--- config.mk ---
export PLATFORM = sky130hd
export DESIGN_NAME = mgmt_serial_master
export DESIGN_NICKNAME = d
export VERILOG_FILES = /design/src/rtl/mgmt_pkg.sv /design/src/rtl/mgmt_clkgen.sv /design/src/rtl/mgmt_frame_engine.sv /design/src/rtl/mgmt_sequencer.sv /design/src/rtl/mgmt_status.sv /design/src/rtl/mgmt_serial_master.sv
export SDC_FILE = /design/constraint.sdc
export NUM_CORES = 1
export LEC_CHECK = 0
export BUFFER_PORTS_ARGS = -buffer_cell sky130_fd_sc_hd__buf_2
export CAP_MARGIN = 30
export CORE_MARGIN = 5
export CORE_UTILIZATION = 32
export CTS_CLUSTER_DIAMETER = 50
export CTS_CLUSTER_SIZE = 14
export DETAILED_ROUTE_END_ITERATION = 12
export GPL_TIMING_DRIVEN = 0
export MAX_ROUTING_LAYER = met4
export PLACE_DENSITY = 0.51
export SYNTH_ARGS = -nofsm -noshare
export SYNTH_HDL_FRONTEND = slang
export SYNTH_HIERARCHICAL = 1
export SYNTH_SLANG_ARGS = --single-unit
export TNS_END_PERCENT = 100
--- constraint.sdc ---
create_clock -name clk -period 3.4 [get_ports clk]
set_input_delay 0.34 -clock clk [delete_from_list [all_inputs] [get_ports clk]]
set_output_delay 0.34 -clock clk [all_outputs]
set_load 0.02 [all_outputs]
--- src/rtl/mgmt_pkg.sv ---
package mgmt_pkg;
    localparam int PHY_W     = 5;
    localparam int REG_W     = 5;
    localparam int DAT_W     = 16;
    localparam int MAP_W     = 1 << PHY_W;
    localparam int PRE_BITS  = 32;
    localparam int FRM_BITS  = 64;
    localparam int POS_W     = $clog2(FRM_BITS);
    localparam int TA_FIRST  = 46;
    localparam int TA_ACK    = 47;
    localparam int DATA_BASE = 48;
    localparam logic [1:0] OP_RD = 2'b10;
    localparam logic [1:0] OP_WR = 2'b01;
    localparam logic [REG_W-1:0] LINK_REG = 5'd1;
    localparam int LINK_BIT  = 2;

    typedef enum logic [1:0] {FS_IDLE, FS_ARM, FS_SHIFT, FS_DONE} frame_state_t;
    typedef enum logic [1:0] {CS_IDLE, CS_USER, CS_POLL} ctl_state_t;

    typedef struct packed {
        logic             wr;
        logic [PHY_W-1:0] phy;
        logic [REG_W-1:0] regad;
        logic [DAT_W-1:0] wdata;
    } mgmt_cmd_t;
endpackage

--- src/rtl/mgmt_clkgen.sv ---
module mgmt_clkgen #(
    parameter int DIV_W = 8
) (
    input  logic             clk,
    input  logic             rst_n,
    input  logic [DIV_W-1:0] div,
    output logic             mdc,
    output logic             fall_tick,
    output logic             rise_tick
);
    logic [DIV_W-1:0] cnt_q;
    logic             wrap;

    assign wrap      = (cnt_q >= div);
    assign fall_tick = wrap & mdc;
    assign rise_tick = wrap & ~mdc;

    always_ff @(posedge clk or negedge rst_n) begin
        if (!rst_n) begin
            cnt_q <= '0;
            mdc   <= 1'b0;
        end else if (wrap) begin
            cnt_q <= '0;
            mdc   <= ~mdc;
        end else begin
            cnt_q <= cnt_q + 1'b1;
        end
    end
endmodule

--- src/rtl/mgmt_frame_engine.sv ---
module mgmt_frame_engine
    import mgmt_pkg::*;
(
    input  logic             clk,
    input  logic             rst_n,
    input  logic             fall_tick,
    input  logic             rise_tick,
    input  logic             start,
    input  mgmt_cmd_t        cmd,
    input  logic             mdio_i,
    output logic             done,
    output logic [DAT_W-1:0] rdata,
    output logic             ack,
    output logic             mdio_o,
    output logic             mdio_oe
);
    frame_state_t          st_q, st_nx;
    logic [FRM_BITS-1:0]   sh_q;
    logic [POS_W-1:0]      pos_q;
    logic                  is_rd_q;
    logic [FRM_BITS-1:0]   frame;
    logic [POS_W-1:0]      pos_inc;

    assign pos_inc = pos_q + 1'b1;
    assign frame = {{PRE_BITS{1'b1}}, 2'b01, (cmd.wr ? OP_WR : OP_RD),
                    cmd.phy, cmd.regad, (cmd.wr ? 2'b10 : 2'b00),
                    (cmd.wr ? cmd.wdata : {DAT_W{1'b0}})};

    always_ff @(posedge clk or negedge rst_n) begin
        if (!rst_n) st_q <= FS_IDLE;
        else        st_q <= st_nx;
    end

    always_comb begin
        st_nx = st_q;
        unique case (st_q)
            FS_IDLE:  if (start) st_nx = FS_ARM;
            FS_ARM:   if (fall_tick) st_nx = FS_SHIFT;
            FS_SHIFT: if (fall_tick && pos_q == POS_W'(FRM_BITS-1)) st_nx = FS_DONE;
            FS_DONE:  st_nx = FS_IDLE;
            default:  st_nx = FS_IDLE;
        endcase
    end

    assign done = (st_q == FS_DONE);

    always_ff @(posedge clk or negedge rst_n) begin
        if (!rst_n) begin
            sh_q    <= '0;
            pos_q   <= '0;
            is_rd_q <= 1'b0;
            rdata   <= '0;
            ack     <= 1'b0;
            mdio_o  <= 1'b0;
            mdio_oe <= 1'b0;
        end else begin
            unique case (st_q)
                FS_IDLE: begin
                    if (start) begin
                        sh_q    <= frame;
                        pos_q   <= '0;
                        is_rd_q <= ~cmd.wr;
                        rdata   <= '0;
                        ack     <= 1'b0;
                    end
                end
                FS_ARM: begin
                    if (fall_tick) begin
                        mdio_oe <= 1'b1;
                        mdio_o  <= sh_q[FRM_BITS-1];
                        sh_q    <= sh_q << 1;
                    end
                end
                FS_SHIFT: begin
                    if (rise_tick && is_rd_q) begin
                        if (pos_q == POS_W'(TA_ACK))
                            ack <= ~mdio_i;
                        if (pos_q >= POS_W'(DATA_BASE))
                            rdata <= {rdata[DAT_W-2:0], mdio_i};
                    end
                    if (fall_tick) begin
                        if (pos_q == POS_W'(FRM_BITS-1)) begin
                            mdio_oe <= 1'b0;
                            mdio_o  <= 1'b0;
                        end else begin
                            pos_q   <= pos_inc;
                            mdio_o  <= sh_q[FRM_BITS-1];
                            sh_q    <= sh_q << 1;
                            mdio_oe <= ~(is_rd_q && pos_inc >= POS_W'(TA_FIRST));
                        end
                    end
                end
                default: ;
            endcase
        end
    end
endmodule

--- src/rtl/mgmt_sequencer.sv ---
module mgmt_sequencer
    import mgmt_pkg::*;
#(
    parameter int NUM_SLOT = 2
) (
    input  logic                      clk,
    input  logic                      rst_n,
    input  logic                      poll_en,
    input  logic [NUM_SLOT-1:0]       slot_en,
    input  logic [NUM_SLOT*PHY_W-1:0] slot_addr,
    input  logic                      cmd_go,
    input  mgmt_cmd_t                 cmd_in,
    input  logic                      eng_done,
    input  logic [DAT_W-1:0]          eng_rdata,
    input  logic                      eng_ack,
    output logic                      go_busy,
    output logic [DAT_W-1:0]          rd_data,
    output logic                      rd_ack,
    output logic                      start,
    output mgmt_cmd_t                 cmd_out,
    output logic                      done_user,
    output logic                      done_poll,
    output logic [PHY_W-1:0]          done_addr
);
    localparam int SLOT_W = (NUM_SLOT > 1) ? $clog2(NUM_SLOT) : 1;

    ctl_state_t       st_q, st_nx;
    mgmt_cmd_t        ucmd_q;
    logic [SLOT_W-1:0] last_q, nxt_slot;
    logic             any_slot;
    logic             want_poll;

    always_comb begin
        nxt_slot = last_q;
        any_slot = 1'b0;
        for (int k = 1; k <= NUM_SLOT; k++) begin
            if (!any_slot && slot_en[(int'(last_q) + k) % NUM_SLOT]) begin
                any_slot = 1'b1;
                nxt_slot = SLOT_W'((int'(last_q) + k) % NUM_SLOT);
            end
        end
    end

    assign want_poll = poll_en && any_slot;

    always_ff @(posedge clk or negedge rst_n) begin
        if (!rst_n) st_q <= CS_IDLE;
        else        st_q <= st_nx;
    end

    always_comb begin
        st_nx = st_q;
        unique case (st_q)
            CS_IDLE: begin
                if (go_busy)        st_nx = CS_USER;
                else if (want_poll) st_nx = CS_POLL;
            end
            CS_USER: if (eng_done) st_nx = CS_IDLE;
            CS_POLL: if (eng_done) st_nx = CS_IDLE;
            default: st_nx = CS_IDLE;
        endcase
    end

    always_comb begin
        start     = (st_q == CS_IDLE) && (go_busy || want_poll);
        done_user = (st_q == CS_USER) && eng_done;
        done_poll = (st_q == CS_POLL) && eng_done;
        if (go_busy) begin
            cmd_out = ucmd_q;
        end else begin
            cmd_out.wr    = 1'b0;
            cmd_out.phy   = slot_addr[nxt_slot*PHY_W +: PHY_W];
            cmd_out.regad = LINK_REG;
            cmd_out.wdata = '0;
        end
    end

    always_ff @(posedge clk or negedge rst_n) begin
        if (!rst_n) begin
            go_busy   <= 1'b0;
            ucmd_q    <= '0;
            last_q    <= '0;
            rd_data   <= '0;
            rd_ack    <= 1'b0;
            done_addr <= '0;
        end else begin
            if (cmd_go && !go_busy) begin
                go_busy <= 1'b1;
                ucmd_q  <= cmd_in;
            end else if (done_user) begin
                go_busy <= 1'b0;
                rd_data <= eng_rdata;
                rd_ack  <= eng_ack;
            end
            if (start) begin
                done_addr <= cmd_out.phy;
                if (!go_busy) last_q <= nxt_slot;
            end
        end
    end
endmodule

--- src/rtl/mgmt_status.sv ---
module mgmt_status
    import mgmt_pkg::*;
(
    input  logic             clk,
    input  logic             rst_n,
    input  logic             done_user,
    input  logic             done_poll,
    input  logic [PHY_W-1:0] done_addr,
    input  logic             done_ack,
    input  logic             done_link,
    input  logic [MAP_W-1:0] alive_clr,
    input  logic             uint_ack,
    input  logic             umask_set,
    input  logic             umask_clr,
    input  logic [PHY_W-1:0] mon_addr,
    input  logic             link_int_en,
    input  logic             link_int_ack,
    output logic [MAP_W-1:0] alive_map,
    output logic [MAP_W-1:0] link_map,
    output logic             uint_raw,
    output logic             uint_out,
    output logic             link_int
);
    logic [MAP_W-1:0] hit_vec;
    logic             poll_ok;
    logic             link_moved;
    logic             mask_q;

    assign hit_vec    = ((done_user || done_poll) && done_ack) ? (MAP_W'(1) << done_addr) : '0;
    assign poll_ok    = done_poll && done_ack;
    assign link_moved = poll_ok && (link_map[done_addr] != done_link);
    assign uint_out   = uint_raw & mask_q;

    always_ff @(posedge clk or negedge rst_n) begin
        if (!rst_n) begin
            alive_map <= '0;
            link_map  <= '0;
            uint_raw  <= 1'b0;
            mask_q    <= 1'b0;
            link_int  <= 1'b0;
        end else begin
            alive_map <= (alive_map & ~alive_clr) | hit_vec;
            if (poll_ok) link_map[done_addr] <= done_link;
            if (done_user)     uint_raw <= 1'b1;
            else if (uint_ack) uint_raw <= 1'b0;
            if (umask_set)      mask_q <= 1'b1;
            else if (umask_clr) mask_q <= 1'b0;
            if (link_moved && link_int_en && done_addr == mon_addr) link_int <= 1'b1;
            else if (link_int_ack)                                  link_int <= 1'b0;
        end
    end
endmodule

--- src/rtl/mgmt_serial_master.sv ---
module mgmt_serial_master
    import mgmt_pkg::*;
#(
    parameter int DIV_W    = 8,
    parameter int NUM_SLOT = 2
) (
    input  logic                      clk,
    input  logic                      rst_n,
    input  logic [DIV_W-1:0]          clk_div,
    input  logic                      poll_en,
    input  logic [NUM_SLOT-1:0]       slot_en,
    input  logic [NUM_SLOT*PHY_W-1:0] slot_addr,
    input  logic [PHY_W-1:0]          mon_addr,
    input  logic                      link_int_en,
    input  logic                      cmd_go,
    input  logic                      cmd_write,
    input  logic [PHY_W-1:0]          cmd_phy,
    input  logic [REG_W-1:0]          cmd_reg,
    input  logic [DAT_W-1:0]          cmd_wdata,
    output logic                      go_busy,
    output logic [DAT_W-1:0]          rd_data,
    output logic                      rd_ack,
    output logic [MAP_W-1:0]          alive_map,
    input  logic [MAP_W-1:0]          alive_clr,
    output logic [MAP_W-1:0]          link_map,
    output logic                      uint_raw,
    input  logic                      uint_ack,
    input  logic                      umask_set,
    input  logic                      umask_clr,
    output logic                      uint_out,
    output logic                      link_int,
    input  logic                      link_int_ack,
    output logic                      mdc,
    output logic                      mdio_o,
    output logic                      mdio_oe,
    input  logic                      mdio_i
);
    logic             fall_tick, rise_tick;
    logic             start, eng_done, eng_ack;
    logic [DAT_W-1:0] eng_rdata;
    mgmt_cmd_t        cmd_in, cmd_sel;
    logic             done_user, done_poll;
    logic [PHY_W-1:0] done_addr;

    assign cmd_in = '{wr: cmd_write, phy: cmd_phy, regad: cmd_reg, wdata: cmd_wdata};

    mgmt_clkgen #(.DIV_W(DIV_W)) u_clk (
        .clk(clk), .rst_n(rst_n), .div(clk_div),
        .mdc(mdc), .fall_tick(fall_tick), .rise_tick(rise_tick)
    );

    mgmt_sequencer #(.NUM_SLOT(NUM_SLOT)) u_seq (
        .clk(clk), .rst_n(rst_n), .poll_en(poll_en), .slot_en(slot_en),
        .slot_addr(slot_addr), .cmd_go(cmd_go), .cmd_in(cmd_in),
        .eng_done(eng_done), .eng_rdata(eng_rdata), .eng_ack(eng_ack),
        .go_busy(go_busy), .rd_data(rd_data), .rd_ack(rd_ack),
        .start(start), .cmd_out(cmd_sel), .done_user(done_user),
        .done_poll(done_poll), .done_addr(done_addr)
    );

    mgmt_frame_engine u_eng (
        .clk(clk), .rst_n(rst_n), .fall_tick(fall_tick), .rise_tick(rise_tick),
        .start(start), .cmd(cmd_sel), .mdio_i(mdio_i), .done(eng_done),
        .rdata(eng_rdata), .ack(eng_ack), .mdio_o(mdio_o), .mdio_oe(mdio_oe)
    );

    mgmt_status u_stat (
        .clk(clk), .rst_n(rst_n), .done_user(done_user), .done_poll(done_poll),
        .done_addr(done_addr), .done_ack(eng_ack), .done_link(eng_rdata[LINK_BIT]),
        .alive_clr(alive_clr), .uint_ack(uint_ack), .umask_set(umask_set),
        .umask_clr(umask_clr), .mon_addr(mon_addr), .link_int_en(link_int_en),
        .link_int_ack(link_int_ack), .alive_map(alive_map), .link_map(link_map),
        .uint_raw(uint_raw), .uint_out(uint_out), .link_int(link_int)
    );
endmodule

* Yosys cells after proc, flatten, opt, wreduce, memory -nomap -nowiden
Cells that the tools add are included.
** Word-level totals
- Register bits :: 221
- Latch bits :: 0
- Memory bits (writable) :: 0
- ROM bits :: 0
- Input port bits :: 94
- Memories :: 0
** Cells by class
- Add/subtract/negate cells :: 4
- $mul :: 1
- Divide/modulo/power cells :: 0
- Magnitude comparators :: 7
- Eq/ne operators :: 19
- Shift operators :: 2
- Multiplexer cells :: 62
- Bitwise logic cells :: 14
- Reductions and logical operators :: 39
** Operators by type and width (number)
- $mux W64 :: 4
- $pmux W64 S3 :: 1
- $mux W16 :: 4
- $and A32 B32 Y32 :: 1
- $bwmux W32 :: 1
- $mux W32 :: 1
- $not A32 Y32 :: 1
- $or A32 B32 Y32 :: 1
- $pmux W16 S2 :: 1
- $shl A1 B5 Y32 const A :: 1
- $mux W1 :: 29
- $mux W27 :: 1
- $mux W6 :: 3
- $mux W2 :: 8
- $logic_and A1 B1 Y1 :: 15
- $ne A2 B1 Y1 const B :: 7
- $eq A6 B6 Y1 const B :: 2
- $ge A6 B6 Y1 const B :: 2
- $pmux W6 S2 :: 1
- $reduce_and A4 Y1 :: 3
- $reduce_bool A2 Y1 :: 6
- $shiftx A10 B5 Y5 :: 1
- $add A8 B1 Y8 const B :: 1
- $ge A8 B8 Y1 :: 1
- 29 further kinds :: 52

* Longest topological paths before layout
Gate-level depths: netlist of the first run.
- Depth after elaboration :: 15
- Mapped depth :: 12

* By module
The synthesis of the first run kept the hierarchy.
** By module, submodules not included
- mgmt_frame_engine :: times used 1, cells each 379, area each 4369.2 um^2, sequential area each 2302.2 um^2
- mgmt_status :: times used 1, cells each 282, area each 3126.7 um^2, sequential area each 1676.6 um^2
- mgmt_sequencer :: times used 1, cells each 190, area each 2431.1 um^2, sequential area each 1326.3 um^2
- mgmt_clkgen :: times used 1, cells each 62, area each 620.6 um^2, sequential area each 225.2 um^2

* Worst setup path after synthesis of the first run
OpenSTA, ideal clock, no wires.
- Path kind :: register -> register
- Start point :: reg u_clk.cnt_q[0]
- End point :: reg u_eng.sh_q[58]
- Setup time :: 0.128 ns
- Data arrival time :: 2.785 ns
- Path slack :: 0.487 ns
- Stages on the path, launching flop included :: 13
- Path buffers :: 2
- Period minus slack after synthesis :: 2.913 ns
- Cells stage by stage :: dfrtp_1 > inv_1 > ha_1 > nand2b_4 > a2111oi_4 > o41ai_2 > buf_6 > and2_4 > inv_2 > a21o_1 > a211oi_4 > buf_4 > mux2_1
** Between the ends
- Word-level cells in the longest chain between the ends :: 4
- Elaborated cells on any way between the ends :: 5
- Those cells by class :: order compare (1); eq/ne (2); bitwise (1); reduce/logical (1)
** Ends and longest elaborated chain
- start: declaration :: line mgmt_clkgen.sv:11 : logic [DIV_W-1:0] cnt_q;
- start signal: assignment :: line mgmt_clkgen.sv:26 : cnt_q <= cnt_q + 1'b1;
- $ge A8 B8 Y1 * :: line mgmt_clkgen.sv:14 : assign wrap = (cnt_q >= div);
- $and A1 B1 Y1 * :: line mgmt_clkgen.sv:15 : assign fall_tick = wrap & mdc;
- net fall_tick :: line mgmt_serial_master.sv:38 : logic fall_tick, rise_tick;
- $ne A2 B1 Y1 (no line)
- $reduce_and A5 Y1 (no line) *
- end signal: assignment :: line mgmt_frame_engine.sv:60 : sh_q <= frame;
- end signal: assignment :: line mgmt_frame_engine.sv:71 : sh_q <= sh_q << 1;
- end signal: assignment :: line mgmt_frame_engine.sv:88 : sh_q <= sh_q << 1;
- end: declaration :: line mgmt_frame_engine.sv:18 : logic [FRM_BITS-1:0] sh_q;
Mark *: on every way through the listed nets, which the timed path passes. The rest lies on a longest branch.
A chain may end at the register's enable or synchronous reset.

* Worst setup path after layout of the first run
- Start point :: reg u_clk.cnt_q[0]
- End point :: reg u_eng.sh_q[21]
The elaborated chain is that of the path after synthesis.

==> results of run 1 <==
## per-layer routing
| metal | routed length [µm] | vias to the layer above | global-route usage [%] |
|---|---|---|---|
| li1 | - | 3707 | - |
| met2 | 12700 | 209 | 24.0 |
| met5 | 0 | - | - |
| met1 | 12400 | 3681 | 19.4 |
| met3 | 1620 | 29 | 2.72 |
| met4 | 340 | 0 | 2.90 |
## worst max path at each step
| stage | from | end | slack, ns | cells past startpoint |
|---|---|---|---|---|
| 3_3_place_gp | rst_n | u_seq/ucmd_q[17] | -2.12 | 1 |
| 2_1_floorplan | u_clk/cnt_q[0] | u_eng/sh_q[58] | 0.49 | 12 |
| 4_1_cts | u_clk/cnt_q[0] | u_eng/sh_q[23] | 0.18 | 13 |
| 6_report | u_clk/cnt_q[0] | u_eng/sh_q[21] | 0.26 | 13 |
| 5_1_grt | u_clk/cnt_q[0] | u_eng/sh_q[23] | 0.04 | 13 |
| 3_5_place_dp | u_clk/cnt_q[0] | u_eng/sh_q[61] | -0.06 | 12 |
## registers in the layout, indices dropped and copies added (netlist names), 2 cells and up
signal / cells
u_seq/ucmd_q: 27
u_seq/done_addr: 5
u_clk/cnt_q: 8
u_eng/rdata: 16
u_eng/sh_q: 64
u_eng/st_q: 2
u_seq/st_q: 2
u_stat/alive_map: 32
u_eng/pos_q: 6
u_stat/link_map: 32
u_seq/rd_data: 16
## cell usage after synthesis, drive strengths merged, types with 3 or more instances
library cell  number  area (µm²)
nand2             59         221
xnor2              6        52.6
o22ai             33         206
or3b               3        28.8
and2              27         171
nor3               3        15.0
or3                4        25.0
nand2b            38         245
o21a               5        37.5
xor2               6        52.6
dfrtp            221        5530
nor2              50         204
a22o              16         140
o41ai              3        33.8
o21ai             38         201
nor2b              6        37.5
nand3b             3        22.5
and3               9        56.3
nand3             19        95.1
inv               67         251
o221ai             9        91.3
buf               19         145
mux2i             34         340
a21oi             17        85.1
ha                18         225
clkbuf            28         105
mux2             142        1640
a21o               4        30.0
## kinds of logic (layout without fill, tap and decap cells)
kind of cell	Yosys count	after routing	synth area share [%]
xor gates and xnor gates	12	12	0.996
adders and majority gates	18	18	2.14
DFF	221	221	52.4
buffers and inverters	114	390	4.76
AOI/OAI and AO/OA	142	142	9.67
and+or+nand+nor	230	230	11.3
muxes	176	176	18.7
## layout make-up
type / count / area share (%)
buffer: 47 / 1.86
clock buffer: 32 / 5.78
clock inverter: 23 / 1.90
inverter: 67 / 1.87
multi-input combinational: 578 / 33.6
sequential: 221 / 41.0
tap: 442 / 4.10
timing repair buffer: 221 / 9.86
## report_power, final
| part | leakage (nW) | internal, mW | switching (mW) |
|---|---|---|---|
| Clock | 0.502 | 1.81 | 1.33 |
| Combinational | 3.00 | 0.423 | 0.371 |
| Sequential | 2.95 | 2.80 | 0.118 |
| Total | 6.46 | 5.03 | 1.82 |
## critical path, cell delays in order, from the launching register on
cell	delay (ns)
dfrtp_1	0.43
inv_1	0.07
ha_1	0.27
nand2b_4	0.12
a2111oi_4	0.08
o41ai_4	0.33
buf_6	0.19
and2_4	0.19
inv_2	0.08
a21o_1	0.24
a211oi_4	0.25
buf_4	0.21
buf_4	0.21
mux2_1	0.34
## repair_timing
action / 4_1_cts / 5_1_grt
cloned: 0 / 0
hold buffers: 37 / 0
endpoints found under the hold margin: 150 / 0
setup endpoints to repair: 55 / 11
gates resized for setup: 0 / 1
buffers inserted: 2 / 0
pin swaps: 1 / 0
## metrics by stage
step	hold slack, ns	std cells
final	0.0236	1631
after global routing	0.00145	1631
after CTS	0.000214	1631
after detailed placement	0.464	1537
after global placement	0.456	1536
after floorplan	0.0444	913
==> summary.md, run 1 <==
| Metric | Value |
|---|---|
| Synth Instances | slightly above 900 |
| Startpoint types | register |
| CTS tree | built |
| EDFF count, synth | 0 |
| HP Start | cmd_wdata[9] |
| Area of the multi-input gates | around 4500 µm² |
| WHS Endpoint | u_seq/ucmd_q[9] |
| Gr ovfl total | 0 |
| Power Dens Cells | 508 nW/µm² |
| Achievable frequency | approximately 320 MHz |
| Global placement routability congestion | 0.812 |
| Setup TNS | 0 ns |
| # DRC | 0 |
| Die X | 192 µm |
| Vias in the first global route | slightly below 8,000 |
| Synthesized net count | between 1,000 and 1,500 |
| Antenna Nets Post-Route | 0 |
| Unrepaired setup endpoints after global routing | no |
| #FFs+latches synth | ~220 |
| Final #Nets | ~1,300 |
| Endpoint kind of the worst setup timing path | register |
| Clock skew | ~0.037 ns |
| Yosys warns | 6 |
| Post-DP HPWL | 19.4 mm |
| DR vias | about 7,600 |
| Starting Density | about a third |
| Total Power | 6.85 mW |
| Fin area | around 13,000 µm² |
| Fraction of layout instances using a drive strength above 1 | 32.6% |
| Row count | 66 |
| Clk Latency, worst-skew pair | ~0.57 ns |
| GRT Total Usage | ~15% |
| Fraction of the yosys area taken by sequential cells | approximately 52% |
| CP Max Fanout | 10 |
| Vias per cell | 4.68 |
| # fillers | about 3,200 |
| Die ar. | ~37,000 µm² |
| Final setup margin | 0.259 ns |
| Min-Delay Path Class | primary input to register |
| Predominant post-synthesis flop cell | dfrtp_1 |
| Area delta synth->final | 27.8% |
| Utilization after layout | approximately two fifths |
| Arrival @ worst endpoint | roughly 3.6 ns |
| Final Hold Viols | 0 |
| R2R Setup Slk | around 0.26 ns |
| Synth async-reset ratio | 100% |
| Peak supply drop | approximately 0.00033 V |
| Hold depth | 2 |
| IO buf count | around 180 |
| Max-slew violation count | 0 |
| Placed inst area | between 10,000 and 15,000 µm² |
| ANT cells | 0 |
| Most frequent cells in the layout | 221 x dfrtp_1, 185 x buf_2, 102 x mux2_2 |
| Root buffer cell | clkbuf_16 |
| Final setup vio count | 0 |
| First-pass GRT wire length | approximately 43 mm |
| FF-to-FF Start | u_clk/cnt_q[0] |
| Library cells used by synthesis | 59 |
| Clk pin slew, worst setup/hold paths | 0.06 ns |
| H-tree depth | 1 |
| Post-synthesis cell area | around 11,000 µm² |
| Die height | ~190 µm |
| Clk sinks | 221 |
| Crit path time final | 3.14 ns |
| Drt first pass iters | 5 |
| Max-Cap Viols | 0 |
| Number of buffers created by CTS | 30 |
| Antenna violations before repair | 0 |
| Crit share post-route | between 90% and 100% |
| Worst r2r dst | u_eng/sh_q[21] |
| Outcome | complete, no violations |
| Place WS | -0.0639 ns |
| Pleak | about 6.5 nW |
| Worst slew margin | around two fifths |
| Worst endpoint required time | approximately 3.8 ns |
| Pin count of the biggest net entering global routing | about 120 |
| IO Pins | around 180 |
| Detailed Route Iter0 Violations | 283 |
| Mean post-synth cell area | around 12 µm² |
| Routed WL per cell | approximately 17 µm |
| Worst Tran Pin Value | approximately 0.87 ns |
| Class of the most critical setup path | register to register |
| Worst r2r path cells | 13 |
| CTS max path bufs | 3 |
| Reg area | approximately 5500 µm² |
| Most common cell after layout, fill and taps aside | dfrtp_1 |
| WL final | around 27 mm |
| Core area | 32,500 µm² |
No activity file was read; power rests on OpenSTA's default activity.
==> run 2, diff against run 1 <==
==> constraint.sdc (replaced) <==
create_clock -name clk -period 3.6 [get_ports clk]
set_input_delay 0.36 -clock clk [delete_from_list [all_inputs] [get_ports clk]]
set_output_delay 0.36 -clock clk [all_outputs]
set_load 0.02 [all_outputs]
==> summary.md, run 2 (synthesis results as in run 1) <==
| Metric | Value |
|---|---|
| Outcome | complete, no violations |
| Biggest regs | u_eng/sh_q (64), u_stat/alive_map (32), u_stat/link_map (32) |
| Number of buffers created by CTS | 30 |
| Row count | between 60 and 70 |
| Worst path max stage delay | between 0.4 and 0.5 ns |
| Worst endpoint required time | ~4 ns |
| Core area | ~33,000 µm² |
| GRT Total Usage | ~15% |
| Critical Path Start | u_clk/cnt_q[0] |
| Crit share post-route | 87.8% |
| Die ar. | about 37,000 µm² |
| Vias per cell | between 4 and 5 |
| Antenna Nets Post-Route | 0 |
| Global placement routability congestion | a little over 0.8 |
| Power Dens Cells | between 400 and 500 nW/µm² |
| CP cell instances | inv_1 -> ha_1 -> nand2b_4 -> a2111oi_4 -> o41ai_2 -> buf_6 -> and2_4 -> inv_2 -> a21o_1 -> a211oi_4 -> buf_12 -> buf_4 -> mux2_2 |
| Unrepaired setup endpoints after global routing | no |
| Combinational cell fraction of total power | 11.4% |
| HP Start | cmd_phy[1] |
| Most common cell after layout, fill and taps aside | dfrtp_1 |
| Final Hold Viols | 0 |
| Worst slew margin | 41.7% |
| Class of the most critical setup path | register to register |
| Biggest register | u_eng/sh_q |
| Clk pin slew, worst setup/hold paths | roughly 0.06 ns |
| IO buf count | between 150 and 200 |
| Clk network pwr share | 45.8% |
| Final #Nets | 1,275 |
| Switching share of power | about a quarter |
| WL final | 27.1 mm |
| # fillers | ~3,200 |
| Starting Density | 32.4% |
| Startpoint types | register |
| Routed WL per cell | roughly 17 µm |
| FF-to-FF Start | u_clk/cnt_q[0] |
| Worst Tran Pin Value | about 0.87 ns |
| Detailed Route Iter0 Violations | between 300 and 400 |
| Pin count of the biggest net entering global routing | between 100 and 150 |
| Slowest stage cell, crit path | dfrtp_1 |
| Clock skew | 0.0373 ns |
| Reg area | 5530 µm² |
| Vias in the first global route | between 7,000 and 8,000 |
| Utilization after layout | roughly two fifths |
| Antenna violations before repair | 0 |
| Area of the multi-input gates | around 4500 µm² |
| CTS max path bufs | 3 |
| Arrival @ worst endpoint | 3.59 ns |
| Fraction of layout instances using a drive strength above 1 | 32.6% |
| Root buffer cell | clkbuf_16 |
| Area delta synth->final | 27.5% |
| CP Max Fanout | 10 |
| # DRC | 0 |
| Achievable frequency | around 320 MHz |
| Hold depth | 3 |
| Final setup vio count | 0 |
| Drt first pass iters | 10 |
| Clk Latency, worst-skew pair | 0.57 ns |
| Die height | ~190 µm |
| Gr ovfl total | 0 |
| Sequential power share | 42.7% |
| Int Pwr | ~4.8 mW |
| Clk sinks | 221 |
| Endpoint kind of the worst setup timing path | register |
| Peak supply drop | about 0.00032 V |
| IO Pins | between 150 and 200 |
| Pleak | roughly 6.4 nW |
| H-tree depth | 1 |
| Min-Delay Path Class | primary input to register |
| Max reg flops | 64 |
| Crit path time final | about 3.2 ns |
| Placed cells | ~1,500 |
| Max-Cap Viols | 0 |
| Switching power | 1.71 mW |
| Post-cts gate resize count | 0 |
| ANT cells | 0 |
| Max-slew violation count | 0 |
| CTS tree | built |
| Post-Layout Cell Count | 1,628 |
| Most frequent cells in the layout | 221 x dfrtp_1, 185 x buf_2, 102 x mux2_2 |
| Worst r2r path cells | 13 |
| DR vias | 7,604 |
| First-pass GRT wire length | between 40 and 50 mm |
| Post-DP HPWL | 19.4 mm |
| Die X | 192 µm |
[run 2: worst paths after layout]
path	to	slack, ns
max	u_eng/sh_q[27]	0.44
min	u_seq/ucmd_q[22]	0.03
max reg2reg	u_eng/sh_q[27]	0.44
min reg2reg	u_stat/mask_q	0.48
max in group asynchronous	u_seq/ucmd_q[11]	2.06
min in group asynchronous	u_seq/rd_data[9]	0.48
[run 2: through the flow]
stage | instance area [µm²] | TNS, ns | power [mW] | worst slack (ns) | hold slack, ns
2_1_floorplan | 10500 | 0 | 3.27 | 0.687 | 0.0644
3_3_place_gp | 12000 | -421.92 | 3.51 | -1.94 | 0.456
3_5_place_dp | 12000 | 0 | 3.53 | 0.136 | 0.464
4_1_cts | 13400 | 0 | 6.59 | 0.122 | 0.0136
5_1_grt | 13400 | 0 | 6.78 | 0.221 | 0.0214
6_report | 13400 | 0 | 6.46 | 0.438 | 0.0300
[run 2: per-layer routing]
layer / part of all wire (%) / wire length, µm / GRT usage [%]
met2: 47 / 12700 / 24.0
met1: 46 / 12500 / 19.4
met3: 5.8 / 1580 / 2.72
met4: 1.2 / 331 / 2.90
met5: 0 / 0 / -
[run 2: cell type report]
class                      instances  share of cell area [%]
clock buffer                      32                    5.79
multi-input combinational        578                    33.6
buffer                            47                    1.86
tap                              442                    4.11
clock inverter                    23                    1.91
sequential                       221                    41.1
inverter                          67                    1.87
timing repair buffer             218                    9.77
[run 2: what timing repair did]
action	CTS	global route
setup endpoints to repair	0	42
hold buffers	35	0
buffers inserted	0	1
endpoints found under the hold margin	148	0
[run 2: worst max-delay path, delay by kind of cell (launching register included)]
| family | cells | cell delay (ns) |
|---|---|---|
| buf+inv | 5 | 0.71 |
| fa+ha+maj | 1 | 0.27 |
| simple gates | 2 | 0.31 |
| flops | 1 | 0.43 |
| compound gates | 4 | 0.97 |
| mux | 1 | 0.35 |
[run 2: power by group through the flow]
stage          registers (mW)  clock network, mW  logic (mW)
3_5_place_dp             2.81                  0       0.724
4_1_cts                  2.76               3.07       0.757
3_3_place_gp             2.80                  0       0.709
2_1_floorplan            2.77                  0       0.502
6_report                 2.76               2.96       0.738
5_1_grt                  2.78               3.16       0.841
